--- src/rtl/escdec_pkg.sv ---
package escdec_pkg;
  localparam int BYTE_W     = 8;
  localparam int DISP_W     = 32;
  localparam int DISP_BYTES = DISP_W / BYTE_W;
  localparam int LEN_W      = 3;

  typedef enum logic [3:0] {
    OP_NONE    = 4'd0,
    OP_FADD    = 4'd1,
    OP_FMUL    = 4'd2,
    OP_FCOM    = 4'd3,
    OP_FCOMP   = 4'd4,
    OP_FSUB    = 4'd5,
    OP_FSUBR   = 4'd6,
    OP_FDIV    = 4'd7,
    OP_FDIVR   = 4'd8,
    OP_FLD_DBL = 4'd9
  } esc_op_e;

  // Operation lookup: D8h group is indexed by bits 5:3 in either form.
  function automatic esc_op_e op_lookup(input logic [7:0] esc, input logic [7:0] mrm);
    logic [2:0] sel;
    sel = mrm[5:3];
    if (esc == 8'hD8) return esc_op_e'({1'b0, sel} + 4'd1);
    if (esc == 8'hDD && mrm[7:6] != 2'b11 && sel == 3'd0) return OP_FLD_DBL;
    return OP_NONE;
  endfunction

  // Number of displacement bytes for a memory-form ModR/M.
  function automatic logic [LEN_W-1:0] addr_disp_len(input logic [7:0] mrm);
    case (mrm[7:6])
      2'b00:   return (mrm[2:0] == 3'b101) ? LEN_W'(DISP_BYTES) : '0;
      2'b01:   return LEN_W'(1);
      2'b10:   return LEN_W'(DISP_BYTES);
      default: return '0;
    endcase
  endfunction

  // Final displacement: short form is sign-extended, long form is the shifted word.
  function automatic logic [DISP_W-1:0] disp_finish(input logic [DISP_W-1:0] word,
                                                    input logic [BYTE_W-1:0] b,
                                                    input logic [LEN_W-1:0] len);
    if (len == LEN_W'(1)) return {{(DISP_W-BYTE_W){b[BYTE_W-1]}}, b};
    return word;
  endfunction
endpackage

--- src/rtl/escdec_modrm_map.sv ---
module escdec_modrm_map
  import escdec_pkg::*;
(
  input  logic [BYTE_W-1:0] esc_byte,
  input  logic [BYTE_W-1:0] modrm,
  output esc_op_e           op,
  output logic              is_mem,
  output logic              reserved,
  output logic [2:0]        sti,
  output logic              sib_needed,
  output logic [LEN_W-1:0]  disp_len
);
  assign is_mem     = (modrm[7:6] != 2'b11);
  assign op         = op_lookup(esc_byte, modrm);
  assign reserved   = (op == OP_NONE);
  assign sti        = is_mem ? 3'd0 : modrm[2:0];
  assign sib_needed = is_mem && (modrm[2:0] == 3'b100);
  assign disp_len   = is_mem ? addr_disp_len(modrm) : '0;

  always_comb begin
    p_regform_noaddr_r2: assert (is_mem || (!sib_needed && disp_len == '0))
      else $error("register form must not request address bytes");
  end
endmodule

--- src/rtl/escdec_disp_collect.sv ---
module escdec_disp_collect
  import escdec_pkg::*;
(
  input  logic              clk,
  input  logic              clear,
  input  logic              shift_en,
  input  logic [BYTE_W-1:0] byte_in,
  output logic [DISP_W-1:0] next_word
);
  logic [DISP_W-1:0] acc_q;

  // New byte enters at the top, so the first byte ends in the lowest lane.
  assign next_word = {byte_in, acc_q[DISP_W-1:BYTE_W]};

  always_ff @(posedge clk) begin
    if (clear)         acc_q <= '0;
    else if (shift_en) acc_q <= next_word;
  end
endmodule

--- src/rtl/fpu_escape_decoder.sv ---
module fpu_escape_decoder
  import escdec_pkg::*;
#(
  parameter logic [7:0] ESC_LO = 8'hD8,
  parameter logic [7:0] ESC_HI = 8'hDF
) (
  input  logic        clk,
  input  logic        rst,
  input  logic        in_valid,
  output logic        in_ready,
  input  logic [7:0]  in_byte,
  output logic        out_valid,
  input  logic        out_ready,
  output logic [7:0]  out_esc,
  output logic [3:0]  out_op,
  output logic        out_is_mem,
  output logic [2:0]  out_sti,
  output logic [31:0] out_disp,
  output logic        out_reserved,
  output logic        not_esc
);
  typedef enum logic [2:0] {S_IDLE, S_MODRM, S_SIB, S_DISP, S_OUT} st_e;

  st_e               state_q, state_d;
  logic [BYTE_W-1:0] esc_q, modrm_q;
  logic [LEN_W-1:0]  len_q, left_q;
  logic              not_esc_q;

  // Named internal events
  logic accept, is_esc, handoff;
  logic fin_modrm, fin_sib, fin_disp, finish;
  logic [BYTE_W-1:0] map_mrm;
  logic [DISP_W-1:0] disp_word, disp_final;

  esc_op_e          m_op;
  logic             m_is_mem, m_rsv, m_sib;
  logic [2:0]       m_sti;
  logic [LEN_W-1:0] m_len;

  assign in_ready  = (state_q != S_OUT);
  assign out_valid = (state_q == S_OUT);
  assign accept    = in_valid && in_ready;
  assign handoff   = out_valid && out_ready;
  assign is_esc    = (in_byte >= ESC_LO) && (in_byte <= ESC_HI);
  assign map_mrm   = (state_q == S_MODRM) ? in_byte : modrm_q;

  escdec_modrm_map u_map (
    .esc_byte  (esc_q),
    .modrm     (map_mrm),
    .op        (m_op),
    .is_mem    (m_is_mem),
    .reserved  (m_rsv),
    .sti       (m_sti),
    .sib_needed(m_sib),
    .disp_len  (m_len)
  );

  escdec_disp_collect u_disp (
    .clk      (clk),
    .clear    (rst || (accept && state_q == S_IDLE)),
    .shift_en (accept && state_q == S_DISP),
    .byte_in  (in_byte),
    .next_word(disp_word)
  );

  assign fin_modrm  = accept && (state_q == S_MODRM) && !m_sib && (m_len == '0);
  assign fin_sib    = accept && (state_q == S_SIB) && (len_q == '0);
  assign fin_disp   = accept && (state_q == S_DISP) && (left_q == LEN_W'(1));
  assign finish     = fin_modrm || fin_sib || fin_disp;
  assign disp_final = fin_disp ? disp_finish(disp_word, in_byte, len_q) : '0;

  always_comb begin
    state_d = state_q;
    case (state_q)
      S_IDLE:  if (accept && is_esc) state_d = S_MODRM;
      S_MODRM: if (accept) state_d = fin_modrm ? S_OUT : (m_sib ? S_SIB : S_DISP);
      S_SIB:   if (accept) state_d = fin_sib ? S_OUT : S_DISP;
      S_DISP:  if (fin_disp) state_d = S_OUT;
      S_OUT:   if (handoff) state_d = S_IDLE;
      default: state_d = S_IDLE;
    endcase
  end

  always_ff @(posedge clk) begin
    if (rst) begin
      state_q      <= S_IDLE;
      esc_q        <= '0;
      modrm_q      <= '0;
      len_q        <= '0;
      left_q       <= '0;
      not_esc_q    <= 1'b0;
      out_esc      <= '0;
      out_op       <= '0;
      out_is_mem   <= 1'b0;
      out_sti      <= '0;
      out_disp     <= '0;
      out_reserved <= 1'b0;
    end else begin
      state_q   <= state_d;
      not_esc_q <= accept && (state_q == S_IDLE) && !is_esc;
      if (accept && state_q == S_IDLE) esc_q <= in_byte;
      if (accept && state_q == S_MODRM) begin
        modrm_q <= in_byte;
        len_q   <= m_len;
        left_q  <= m_len;
      end
      if (accept && state_q == S_DISP) left_q <= left_q - LEN_W'(1);
      if (finish) begin
        out_esc      <= esc_q;
        out_op       <= m_op;
        out_is_mem   <= m_is_mem;
        out_sti      <= m_sti;
        out_disp     <= disp_final;
        out_reserved <= m_rsv;
      end
    end
  end

  assign not_esc = not_esc_q;

  p_hold_r9: assert property (@(posedge clk) disable iff (rst)
    out_valid && !out_ready |=> out_valid && $stable(out_op) && $stable(out_disp)
                                && $stable(out_esc) && $stable(out_sti))
    else $error("record changed while stalled");
  p_stall_input_r9: assert property (@(posedge clk) disable iff (rst)
    out_valid |-> !in_ready)
    else $error("input open while record pending");
  p_rsv_noop_r5: assert property (@(posedge clk) disable iff (rst)
    out_valid && out_reserved |-> out_op == 4'd0)
    else $error("reserved record carries an operation");
  p_reg_nodisp_r2: assert property (@(posedge clk) disable iff (rst)
    out_valid && !out_is_mem |-> out_disp == '0)
    else $error("register form with displacement");
  p_drain_r11: assert property (@(posedge clk) disable iff (rst)
    handoff |=> !out_valid && in_ready)
    else $error("record not released after handshake");
  p_notesc_norec_r1: assert property (@(posedge clk) disable iff (rst)
    not_esc |-> !out_valid)
    else $error("dropped byte produced a record");
endmodule

--- config.mk ---
export PLATFORM = sky130hd
export DESIGN_NAME = fpu_escape_decoder
export DESIGN_NICKNAME = d
export VERILOG_FILES = /design/src/rtl/escdec_pkg.sv /design/src/rtl/escdec_modrm_map.sv /design/src/rtl/escdec_disp_collect.sv /design/src/rtl/fpu_escape_decoder.sv
export SDC_FILE = /design/constraint.sdc
export NUM_CORES = 1
export LEC_CHECK = 0
export ABC_AREA = 1
export BUFFER_PORTS_ARGS = -buffer_cell sky130_fd_sc_hd__buf_2
export CORE_AREA = 2 2 110 112
export CTS_BUF_LIST = sky130_fd_sc_hd__clkbuf_8
export DETAILED_ROUTE_END_ITERATION = 10
export DIE_AREA = 0 0 112 114
export HOLD_SLACK_MARGIN = 0.08
export PLACE_DENSITY = 0.6
export SETUP_SLACK_MARGIN = 0.05
export SLEW_MARGIN = 20
export SYNTH_ARGS = -nofsm -noshare
export SYNTH_HDL_FRONTEND = slang
export SYNTH_SLANG_ARGS = --single-unit
--- constraint.sdc ---
create_clock -name clk -period 4.55 [get_ports clk]
set_input_delay 0.91 -clock clk [delete_from_list [all_inputs] [get_ports clk]]
set_output_delay 0.91 -clock clk [all_outputs]
set_load 0.02 [all_outputs]
==> flow_summary.toml <==
[global_routing]
grt_pass1_vias = 3527
grt_overflow = 0
antenna_found_initial = 0
track_usage_pct = 16.9
grt_max_degree = 50
grt_pass1_wl_mm = 17.5

[synth]
syn_inst = 539
muxShareOfSynthArea_pct = 0
avgSynthCellArea_um2 = 7.41
synth_nets = 555
synth-seq-area-share_pct = 49.1
synth-simple-area-share_pct = 21.3
synth_enable_flop_cells = 0
ys_warn_count = 0
ys.flop_type = "dfxtp_1"
synthXorXnorAreaFrac_pct = 0.219
synth_compound_area_share_pct = 20.3
ys_async_sr_fraction_pct = 0
synth_top_family_by_area = "simple AND/OR/NAND/NOR gates"
syn_area_mm2 = 0.00399
ys_seq_elements = 98
synthAdderAreaFrac_pct = 1.25
yosys.cell_types.count = 31

[sta]
period_minus_slack_ps = 2740
hold_viol_final = 0
relSlewSlack_pct = 37.9
worst_slew_pin_slew_ps = 931
clock.fmax_ghz = 0.365
clock_skew_ps = 8.35
setup_violations = 0
final_max_slew_viol_count = 0
setup_tns_ps = 0
whs_ps = 452
rsz0062_at_grt = "false"
finalCritPeriodShare_pct = 60.3

[worst_setup_path]
crit_path_end_kind = "flop"
critPathKind = "flop to flop"
slowest_delay_ps = 650
crit_chain = "inv_2, nand3_2, nand2_1, nand2_1, nor2_2, nor2_2, nor2_1, nand2_2, nand3_4, inv_2, nand2_1, a21oi_1"
crit_top_cell = "nand2_1"
crit_arrival_ps = 3040
cp-start-kind = "flop"
path_max_fanout = 49
cp_slowest_cell = "inv_2"
cp.required_ps = 4850

[cells_and_area]
final_core_utilization_pct = 39.4
drive_gt1_share_pct = 16.0
syn_to_final_growth_pct = 15.5
layout_commonest_cell = "nand2_1"
antenna_cells = 0
multi_input_area_mm2 = 0.00172
final_cell_mix = "nand2_1 (134), dfxtp_1 (98), a21oi_1 (77), o21ai_0 (67), buf_2 (63)"
fillers = 1242
fin_nets = 605
seq_area_mm2 = 0.00196

[clock_network]
cts_setup_buffers = 0
cts_sinks = 98
ctsResizeCount = 0
hold_buffers = 0
cts_buffers = 9
ctsLongestPathBuffers = 2
htreeDepth = 3
clockRootBuffer = "clkbuf_8"
clk_latency_ps = 370
path_clk_slew_ps = 100
tritoncts = "built"

[pwr]
p_per_area_mw_per_mm2 = 432
leakage_nw = 1.89
vdd_ir_drop_max_mv = 0.153

[status]
outcome = "complete, no violations"

[floorplanning]
start_util_pct = 34.1
die_area_mm2 = 0.0128
core.rowCount = 40
die_h_um = 114
die_w_um = 112
core_mm2 = 0.0117
io_pins = 64

[routing]
drc = 0
finalWirelength_mm = 10.5
wl_per_cell_um = 14.2
drt_iter0_drc = 235
vias = 3694
avgViaCountPerCell = 4.99
drt_first_pass_iters = 4
route.antenna.remaining_nets = 0

[hold_path]
hp-class = "flop to flop"

[run]
maxCapViolations = 0

[placement]
hpwl_mm = 7.28
place_congestion = 0.892
portBuffers = 63
[routing by layer]
layer	up-vias	global-route usage (%)	part of all wire, %
li1	1866	-	-
met1	1713	21.9	47
met2	95	26.9	46
met3	20	3.51	5.1
met4	0	8.37	2.6
met5	-	0	0
[kinds of logic after synthesis]
logic type               count (synthesis)
AND/OR/NAND/NOR                        206
AO/OA/AOI/OAI                          157
flip-flops                              98
buffers and inverters                   73
adder cells (fa/ha/maj)                  4
XOR/XNOR                                 1
[worst max-delay path, delay by kind of cell, from the launching register on]
kind	cells	cell delay (ps)
DFF	1	510
AOI/OAI and AO/OA	1	180
buffers and inverters	2	760
and+or+nand+nor	9	1190
[cell usage after synthesis, drive strengths merged (2+ instances only)]
master / count / area share, %
nand2: 136 / 13
nand4: 6 / 0.94
clkbuf: 19 / 1.8
dfxtp: 98 / 49
inv: 45 / 4.2
o22ai: 3 / 0.47
ha: 4 / 1.3
a31oi: 3 / 0.47
buf: 9 / 1.7
o21a: 2 / 0.38
nand3: 15 / 2.3
nor2: 46 / 4.6
a21oi: 78 / 9.9
o21ai: 69 / 8.7
[through the flow]
step	instance area (µm²)	setup WS (ps)	std cells	power, mW
3_3_place_gp	4380	1610	725	1.37
2_1_floorplan	3990	2400	539	1.27
3_5_place_dp	4380	1550	725	1.38
6_report	4610	1810	741	1.99
5_1_grt	4610	1460	741	2.11
4_1_cts	4610	1780	741	2.01
[sequential cells by signal, indices dropped and copies added, names as in the netlist, 2 cells and up]
name / cells
esc_q: 8
u_disp.acc_q: 24
left_q: 3
out_esc: 8
modrm_q: 8
state_q: 3
out_sti: 3
out_disp: 32
out_op: 4
len_q: 2
[final timing paths]
check | start | to | slack (ps) | cells after the start
worst min register to register | u_disp.acc_q[10] | u_disp.acc_q[10] | 450 | 2
worst max-delay path | state_q[1] | out_disp[7] | 1810 | 12
worst max register to register | state_q[1] | out_disp[7] | 1810 | 12
worst min-delay path | u_disp.acc_q[10] | u_disp.acc_q[10] | 450 | 2
[final cells by class]
class | count | share of cell area [%]
flip-flops and latches | 98 | 42.5
multi-input cells | 368 | 37.4
repair buffers | 67 | 7.49
well taps | 147 | 3.99
inverters | 45 | 3.66
clock buffers | 9 | 2.69
clock inverters | 7 | 2.28
[report_power, final]
group	switching, mW	leakage, nW	internal (mW)
Sequential	0.0388	0.792	0.922
Combinational	0.278	0.987	0.117
Clock	0.322	0.114	0.315
No activity file was read; power rests on OpenSTA's default activity.
